--- config.mk ---
export PLATFORM = sky130hd
export DESIGN_NAME = can_tstamp
export DESIGN_NICKNAME = d
export VERILOG_FILES = /design/src/rtl/can_tstamp_pkg.sv /design/src/rtl/tstamp_counter.sv /design/src/rtl/tstamp_capture.sv /design/src/rtl/tstamp_commit.sv /design/src/rtl/can_tstamp.sv
export SDC_FILE = /design/constraint.sdc
export NUM_CORES = 1
export LEC_CHECK = 0
export ABC_AREA = 1
export BUFFER_PORTS_ARGS = -buffer_cell sky130_fd_sc_hd__buf_2
export CORE_MARGIN = 4
export CORE_UTILIZATION = 50
export CTS_BUF_LIST = sky130_fd_sc_hd__clkbuf_8
export CTS_CLUSTER_SIZE = 30
export DETAILED_ROUTE_END_ITERATION = 8
export PLACE_DENSITY = 0.74
export SYNTH_ARGS = -nofsm -noshare
export SYNTH_HDL_FRONTEND = slang
export SYNTH_SLANG_ARGS = --single-unit
--- constraint.sdc ---
create_clock -name clk -period 3 [get_ports clk]
set_input_delay 0.9 -clock clk [delete_from_list [all_inputs] [get_ports clk]]
set_output_delay 0.9 -clock clk [all_outputs]
set_load 0.005 [all_outputs]
--- src/rtl/can_tstamp_pkg.sv ---
package can_tstamp_pkg;
  typedef enum logic [1:0] {
    SRC_NONE = 2'd0,
    SRC_RX   = 2'd1,
    SRC_TX   = 2'd2
  } commit_src_e;
endpackage

--- src/rtl/tstamp_counter.sv ---
module tstamp_counter #(
  parameter int CNT_W = 16
) (
  input  logic             clk,
  input  logic             rst_n,
  input  logic             tick,
  input  logic             clr,
  output logic [CNT_W-1:0] cnt
);
  logic [CNT_W-1:0] cnt_q, cnt_d;
  logic             cnt_en;

  always_comb begin
    cnt_en = tick | clr;
    if (clr) cnt_d = '0;
    else     cnt_d = cnt_q + CNT_W'(1);
  end

  always_ff @(posedge clk or negedge rst_n) begin
    if (!rst_n)      cnt_q <= '0;
    else if (cnt_en) cnt_q <= cnt_d;
  end

  assign cnt = cnt_q;


  sync_clear_chk: assert property (@(posedge clk) disable iff (!rst_n)
    clr |=> (cnt == '0));

  tick_step_chk: assert property (@(posedge clk) disable iff (!rst_n)
    (tick && !clr) |=> (cnt == CNT_W'($past(cnt) + CNT_W'(1))));

  hold_chk: assert property (@(posedge clk) disable iff (!rst_n)
    (!tick && !clr) |=> $stable(cnt));
endmodule

--- src/rtl/tstamp_capture.sv ---
module tstamp_capture #(
  parameter int CNT_W = 16
) (
  input  logic             clk,
  input  logic             rst_n,
  input  logic             take,
  input  logic             consume,
  input  logic [CNT_W-1:0] cnt,
  output logic [CNT_W-1:0] snap,
  output logic             snap_vld
);
  logic [CNT_W-1:0] snap_q, snap_d;
  logic             vld_q, vld_d;

  always_comb begin
    snap_d = cnt;
    if (take)         vld_d = 1'b1;
    else if (consume) vld_d = 1'b0;
    else              vld_d = vld_q;
  end

  always_ff @(posedge clk or negedge rst_n) begin
    if (!rst_n)    snap_q <= '0;
    else if (take) snap_q <= snap_d;
  end

  always_ff @(posedge clk or negedge rst_n) begin
    if (!rst_n) vld_q <= 1'b0;
    else        vld_q <= vld_d;
  end

  assign snap     = snap_q;
  assign snap_vld = vld_q;


  snap_take_chk: assert property (@(posedge clk) disable iff (!rst_n)
    take |=> (snap_vld && snap == $past(cnt)));

  snap_drop_chk: assert property (@(posedge clk) disable iff (!rst_n)
    (consume && !take) |=> !snap_vld);
endmodule

--- src/rtl/tstamp_commit.sv ---
module tstamp_commit
  import can_tstamp_pkg::*;
#(
  parameter int CNT_W = 16,
  parameter int MB_W  = 4
) (
  input  logic             clk,
  input  logic             rst_n,
  input  logic             rx_store,
  input  logic [MB_W-1:0]  rx_idx,
  input  logic             tx_done,
  input  logic             tx_fail,
  input  logic [MB_W-1:0]  tx_idx,
  input  logic [CNT_W-1:0] snap,
  input  logic             snap_vld,
  output logic             consume,
  output logic             wr,
  output logic [MB_W-1:0]  wr_idx,
  output logic [CNT_W-1:0] wr_val
);
  commit_src_e      src;
  logic             wr_q, wr_d;
  logic [MB_W-1:0]  idx_q, idx_d;
  logic [CNT_W-1:0] val_q, val_d;

  always_comb begin
    src = SRC_NONE;
    if (snap_vld) begin
      if (rx_store)     src = SRC_RX;
      else if (tx_done) src = SRC_TX;
    end
    consume = rx_store | tx_done | tx_fail;
    wr_d    = (src != SRC_NONE);
    idx_d   = (src == SRC_RX) ? rx_idx : tx_idx;
    val_d   = snap;
  end

  always_ff @(posedge clk or negedge rst_n) begin
    if (!rst_n) wr_q <= 1'b0;
    else        wr_q <= wr_d;
  end

  always_ff @(posedge clk or negedge rst_n) begin
    if (!rst_n) begin
      idx_q <= '0;
      val_q <= '0;
    end else if (wr_d) begin
      idx_q <= idx_d;
      val_q <= val_d;
    end
  end

  assign wr     = wr_q;
  assign wr_idx = idx_q;
  assign wr_val = val_q;


  rx_commit_chk: assert property (@(posedge clk) disable iff (!rst_n)
    (snap_vld && rx_store) |=> (wr && wr_idx == $past(rx_idx) && wr_val == $past(snap)));

  tx_commit_chk: assert property (@(posedge clk) disable iff (!rst_n)
    (snap_vld && tx_done && !rx_store) |=> (wr && wr_idx == $past(tx_idx)));

  no_snap_chk: assert property (@(posedge clk) disable iff (!rst_n)
    !snap_vld |=> !wr);

  fail_only_chk: assert property (@(posedge clk) disable iff (!rst_n)
    (tx_fail && !rx_store && !tx_done) |=> !wr);
endmodule

--- src/rtl/can_tstamp.sv ---
module can_tstamp #(
  parameter int          CNT_W    = 16,
  parameter int          MB_W     = 4,
  parameter int unsigned SYNC_IDX = 0
) (
  input  logic             clk,
  input  logic             rst_n,
  input  logic             bit_tick,
  input  logic             id_start,
  input  logic             rx_store,
  input  logic [MB_W-1:0]  rx_idx,
  input  logic             tx_done,
  input  logic             tx_fail,
  input  logic [MB_W-1:0]  tx_idx,
  input  logic             sync_en,
  output logic             ts_wr,
  output logic [MB_W-1:0]  ts_idx,
  output logic [CNT_W-1:0] ts_val,
  output logic [CNT_W-1:0] cnt_val
);
  localparam logic [MB_W-1:0] SYNC_SEL = MB_W'(SYNC_IDX);

  logic             sync_clr;
  logic [CNT_W-1:0] cnt;
  logic [CNT_W-1:0] snap;
  logic             snap_vld;
  logic             consume;

  always_comb begin
    sync_clr = sync_en & rx_store & (rx_idx == SYNC_SEL);
  end

  tstamp_counter #(.CNT_W(CNT_W)) u_cnt (
    .clk   (clk),
    .rst_n (rst_n),
    .tick  (bit_tick),
    .clr   (sync_clr),
    .cnt   (cnt)
  );

  tstamp_capture #(.CNT_W(CNT_W)) u_cap (
    .clk      (clk),
    .rst_n    (rst_n),
    .take     (id_start),
    .consume  (consume),
    .cnt      (cnt),
    .snap     (snap),
    .snap_vld (snap_vld)
  );

  tstamp_commit #(.CNT_W(CNT_W), .MB_W(MB_W)) u_cmt (
    .clk      (clk),
    .rst_n    (rst_n),
    .rx_store (rx_store),
    .rx_idx   (rx_idx),
    .tx_done  (tx_done),
    .tx_fail  (tx_fail),
    .tx_idx   (tx_idx),
    .snap     (snap),
    .snap_vld (snap_vld),
    .consume  (consume),
    .wr       (ts_wr),
    .wr_idx   (ts_idx),
    .wr_val   (ts_val)
  );

  assign cnt_val = cnt;


  wrap_chk: assert property (@(posedge clk) disable iff (!rst_n)
    (bit_tick && !sync_clr && cnt_val == '1) |=> (cnt_val == '0));

  rx_first_chk: assert property (@(posedge clk) disable iff (!rst_n)
    (rx_store && tx_done && snap_vld) |=> (ts_wr && ts_idx == $past(rx_idx)));

  wr_pulse_chk: assert property (@(posedge clk) disable iff (!rst_n)
    (ts_wr && !$past(rx_store) && !$past(tx_done)) |-> 1'b0);
endmodule

==> results of run 1 <==
==> path summary, 6_finish.rpt <==
kind / from / end / slack, ns / cells after the start
setup / recovery: u_cnt.cnt[3] / cnt_val[3] / 1.08 / 1
hold / removal: u_cmt.wr_val[3] / u_cmt.wr_val[3] / 0.48 / 2
setup reg to reg: u_cnt.cnt[0] / u_cnt.cnt[14] / 1.54 / 8
hold reg to reg: u_cmt.wr_val[3] / u_cmt.wr_val[3] / 0.48 / 2
max in group asynchronous: rst_n / u_cmt.wr_idx[2] / 1.89 / 2
min in group asynchronous: rst_n / u_cmt.wr_val[11] / 0.50 / 1
==> flip-flops by register name, indices dropped and copies added (netlist names) <==
signal and count:
u_cnt.cnt 16, u_cap.snap_vld 1, u_cmt.wr_idx 4, u_cmt.wr 1, u_cmt.wr_val 16, u_cap.snap 16
==> power by group <==
part           total (mW)  internal (mW)  switching [mW]
sequential          0.976          0.854           0.123
combinational       0.404          0.169           0.234
clock               0.414          0.167           0.246
==> cell families after synthesis <==
logic type,synth area share [%]
AND/OR/NAND/NOR,21.7
AO/OA/AOI/OAI,15.0
flip-flops,55.4
buffers and inverters,6.98
XOR/XNOR,0.359
adder cells (fa/ha/maj),0.513
==> metal layers <==
layer,wire length (um),part of all wire [%],global-route usage (%),up-vias
met3,204,4.1,3.60,12
met2,2300,46,27.7,44
met1,2370,48,24.9,912
li1,-,-,-,983
met5,0,0,0,-
met4,97,2.0,8.19,0
==> cell usage after synthesis (3+ instances only) <==
cell,n
nand2_1,73
dfrtp_1,54
inv_1,29
nor2_1,26
o21ai_0,26
o21ai_2,16
a21oi_1,13
nand3_1,8
nor2_2,4
buf_6,3
clkbuf_1,3
inv_2,3
==> per-stage QoR <==
stage | hold slack [ns] | setup WS [ns] | utilization (%) | power (mW)
floorplan | 0.476 | 1.43 | - | 1.21
global placement | 0.462 | 0.929 | 58.1 | 1.38
detailed placement | 0.464 | 0.855 | 58.1 | 1.40
CTS | 0.488 | 1.07 | 60.1 | 1.81
global route | 0.508 | 0.998 | 60.1 | 1.92
finish | 0.484 | 1.08 | 60.1 | 1.79
==> final cells by class <==
cell class | count | area (um^2) | share of cell area [%]
Clock inverter | 3 | 23.8 | 0.837
Tap cell | 67 | 83.8 | 2.95
Inverter | 32 | 120 | 4.23
Timing Repair Buffer | 54 | 275 | 9.70
Clock buffer | 5 | 68.8 | 2.42
Multi-Input combinational cell | 183 | 916 | 32.3
Sequential cell | 54 | 1350 | 47.6
==> run_results.csv, run 1 <==
group,metric,value,unit
global_route,track_usage,18.1,%
setup_path,crit_type,"reg -> out",
floorplan,dieArea,6060,um^2
clock_network,cts_setup_buffers,0,
global_route,grt_max_degree,37,
sta,slew_viol_final,0,
floorplan,start_util,51.6,%
yosys,ys_warn_count,0,
floorplan,io_pins,53,
finish,final_cell_mix,"nand2_1 (73), dfrtp_1 (54), buf_2 (52)",
global_route,grt_pass1_vias,1924,
finish,syn_to_final_growth,16.5,%
clock_network,clockRootBuffer,"clkbuf_8",
finish,fin_cells,398,
sta,hold_viol,0,
routing,detail-route-antenna-nets,0,
clock_network,cts_max_level,2,
placed_design,port_buffers,52,
pwr,power.density,632,nW/um^2
outcome,status,"finished clean",
finish,nNetsFinal,347,
finish,diodes,0,
sta,finalCritPeriodShare,64.0,%
sta,min_period,1.92,ns
sta,fin_setup_tns,0,ns
global_route,gr-total-overflow,0,
setup_path,path_delay_family,"flip-flops",
clock_network,clockBufferDepth,2,
setup_path,worst_ep_required_time,2.10,ns
setup_path,cp_cell_sequence,"buf_2",
yosys,synth_edf_count,0,
routing,dr_total_vias,1951,
routing,drt-wirelength-per-cell,12.5,um
floorplan,fp-row-count,25,
clock_network,cts-buffers-inserted,5,
placed_design,dp_hpwl,3.64,mm
job,maxCapViolCount,0,
routing,dr.pass1.iters,4,
finish,stdcell_area,2840,um^2
yosys,ys_top_cells_by_area,"dfrtp_1 (55%), nand2_1 (11%), o21ai_2 (5.7%)",
clock_network,cts_resized,0,
routing,wl,4.97,mm
placed_design,place_congestion,0.858,
sta,worst_slew_pin_slew,0.689,ns
floorplan,die_y,77.8,um
sta,slew_headroom,54.0,%
sta,rsz0062_at_grt,"false",
clock_network,clock-sinks,54,
routing,drt_iter0_drc,82,
routing,viasPerCell,4.90,
yosys,syn_avg_cell_area,8.83,um^2
setup_path,cp_slowest_stage_delay,0.52,ns
clock_network,clk_pin_slew,0.10,ns
pwr,peakVddDrop,0.347,mV
sta,fmax,0.521,GHz
placed_design,dpl.cell_count,390,
placed_design,postPlaceCellArea,2750,um^2
routing,drc,0,
floorplan,core,4720,um^2
yosys,async_flop_share,100,%
global_route,antenna_found_initial,0,
yosys,netlist_area,2440,um^2
finish,fillers,455,
pwr,p_leak,1.44,nW
yosys,yosysUniqueCellTypes,25,
sta,setup-violations-final,0,
yosys,ys_seq_area_share,55.4,%
setup_path,path_max_fanout,8,
setup_path,cp-start-kind,"register",
hold_path,hp-class,"reg -> reg",
finish,drive_above_1_share,27.8,%
setup_path,crit_path_end_kind,"primary output",
yosys,synth_top_flop_cell,"dfrtp_1",
yosys,yosys.area.top_type_share,55.4,%
yosys,synth-seq-cells,54,
setup_path,cp_num_buf_inv,1,
yosys,syn-num-nets,293,
yosys,post-synth-top-area-cell,"dfrtp_1",
clock_network,cts_tree,"done",
yosys,synthCells,276,
setup_path,cp.arrival,1.02,ns
clock_network,postCtsHoldBufs,0,
setup_path,crit_slowest_cell,"dfrtp_1",
finish,layout_commonest_cell,"nand2_1",
clock_network,clkLatencyLatePin,0.31,ns
sta,fin_skew,0.00909,ns
floorplan,die_w,77.8,um
global_route,grt_pass1_wl,8.82,mm
Note: power is estimated with default switching activity, not from simulation.
==> inputs of run 2 (changes only) <==
Clock period 3 ns to 1.9 ns, I/O delays scaled along.
==> run 2 against run 1 <==
  * Sequential cell count stayed put
  * Via count down 0.31%
  * Final area is 1.2% higher
  * Register-to-register slack worse by 1.1 ns
  * Die area did not move
  * Total power up 59%
  * Global-route usage down 0.88 points
  * Non-clock buffer count increased by 1
  * Final cell count rose by 0.25%
  * Combinational power increased by 61%
  * Utilization grew 0.72 points
==> run_results.csv, run 2 (synthesis gave the netlist of run 1 again) <==
group,metric,value,unit
placed_design,dp_hpwl,3.64,mm
setup_path,cp_num_buf_inv,1,
job,maxCapViolCount,0,
routing,dr_total_vias,1945,
outcome,status,"finished clean",
placed_design,postPlaceCellArea,2780,um^2
floorplan,die_w,77.8,um
clock_network,clockBufferDepth,2,
setup_path,crit_slowest_cell,"dfrtp_1",
global_route,grt_use_met3,3.94,%
clock_network,clk_pin_slew,0.10,ns
routing,detail-route-antenna-nets,0,
floorplan,start_util,51.6,%
pwr,p_leak,1.46,nW
placed_design,port_buffers,52,
floorplan,dieArea,6060,um^2
global_route,grt_pass1_wl,8.27,mm
setup_path,cp.arrival,1.03,ns
global_route,grt_pass1_vias,1790,
pwr,peakVddDrop,0.459,mV
pwr,power.density,990,nW/um^2
setup_path,reg2reg_to,"u_cnt.cnt[12]",
finish,multi_input_area,916,um^2
clock_network,cts-buffers-inserted,5,
global_route,grt.met2_usage,26.8,%
sta,setup_ws,0.301,ns
routing,drc,0,
setup_path,crit_type,"reg -> out",
routing,drt_iter0_drc,86,
global_route,antenna_found_initial,0,
sta,setup-violations-final,0,
global_route,track_usage,17.2,%
finish,drive_above_1_share,28.0,%
setup_path,path_max_fanout,8,
sta,min_period,1.60,ns
sta,slew_viol_final,0,
routing,drt-wirelength-per-cell,12.4,um
sta,hold_viol,0,
finish,syn_to_final_growth,17.9,%
clock_network,cts_resized,0,
clock_network,cts_max_level,2,
global_route,gr-total-overflow,0,
setup_path,cp_cell_sequence,"buf_2",
hold_path,hp-class,"in -> async",
setup_path,reg2reg_depth,8,
sta,finalCritPeriodShare,84.1,%
global_route,grt_max_degree,40,
sta,fmax,0.626,GHz
sta,fin_skew,0.00457,ns
clock_network,clkLatencyLatePin,0.31,ns
finish,fin_cells,399,
routing,wl,4.94,mm
setup_path,worst_ep_required_time,1.33,ns
pwr,design_power_total,2.85,mW
clock_network,cts_setup_buffers,0,
floorplan,fp-row-count,25,
finish,final_cell_mix,"nand2_1 (73), dfrtp_1 (54), buf_2 (52)",
finish,diodes,0,
sta,fin_setup_tns,0,ns
placed_design,dp_slack,0.335,ns
finish,layout_commonest_cell,"nand2_1",
sta,worst_slew_pin_slew,0.460,ns
finish,nNetsFinal,348,
clock_network,postCtsHoldBufs,0,
floorplan,die_y,77.8,um
clock_network,clockRootBuffer,"clkbuf_8",
setup_path,crit_path_end_kind,"primary output",
setup_path,path_delay_family,"flip-flops",
placed_design,place_congestion,0.819,
sta,slew_headroom,69.4,%
finish,seqCellArea,1350,um^2
setup_path,rr_startpoint,"u_cnt.cnt[1]",
floorplan,io_pins,53,
finish,stdcell_area,2870,um^2
routing,viasPerCell,4.87,
global_route,groute.layer.met1.usage,23.7,%
floorplan,core,4720,um^2
setup_path,cp_slowest_stage_delay,0.54,ns
clock_network,cts_tree,"done",
global_route,busiest_layer,"met2",
finish,fillers,417,
clock_network,clock-sinks,54,
setup_path,rrSetupSlack,0.41,ns
routing,dr.pass1.iters,4,
placed_design,dpl.cell_count,391,
setup_path,cp-start-kind,"register",
sta,rsz0062_at_grt,"false",
[run 2: changes by cell type in the layout (fill, tap and decap cells not counted)]
cell	previous run	this run
buf_4	2	1
clkinvlp_4	2	1
buf_12	0	2
clkinv_4	0	1
[run 2: metal layers]
| layer | wire, um | vias up |
|---|---|---|
| met5 | 0 | - |
| met4 | 72 | 0 |
| met3 | 239 | 8 |
| met2 | 2290 | 51 |
| met1 | 2330 | 900 |
| li1 | - | 986 |
[run 2: final cells by class]
type,instances,share of cell area (%)
Inverter,32,4.18
Sequential cell,54,47.0
Clock buffer,5,2.40
Multi-Input combinational cell,183,31.9
Timing Repair Buffer,55,10.7
Tap cell,67,2.92
Clock inverter,3,0.871
[run 2: how the worst max path moves through the flow]
| stage | startpoint | end | slack [ns] | cells past startpoint |
|---|---|---|---|---|
| global placement | rx_store | u_cnt.cnt[14] | 0.38 | 8 |
| detailed placement | rx_idx[3] | u_cnt.cnt[11] | 0.34 | 7 |
| floorplan | u_cnt.cnt[1] | u_cnt.cnt[14] | 0.63 | 8 |
| global route | u_cnt.cnt[3] | cnt_val[3] | 0.23 | 1 |
| finish | u_cnt.cnt[3] | cnt_val[3] | 0.30 | 1 |
| CTS | u_cnt.cnt[3] | cnt_val[3] | 0.29 | 1 |
[run 2: power breakdown]
group	switching [mW]	total (mW)	internal, mW
logic	0.374	0.649	0.275
clock network	0.388	0.654	0.267
registers	0.194	1.54	1.35
[run 2: per-stage QoR]
step | hold slack, ns | util (%)
3_5_place_dp | 0.464 | 58.8
4_1_cts | 0.163 | 60.8
3_3_place_gp | 0.460 | 58.8
5_1_grt | 0.162 | 60.8
6_report | 0.154 | 60.8
2_1_floorplan | 0.274 | -
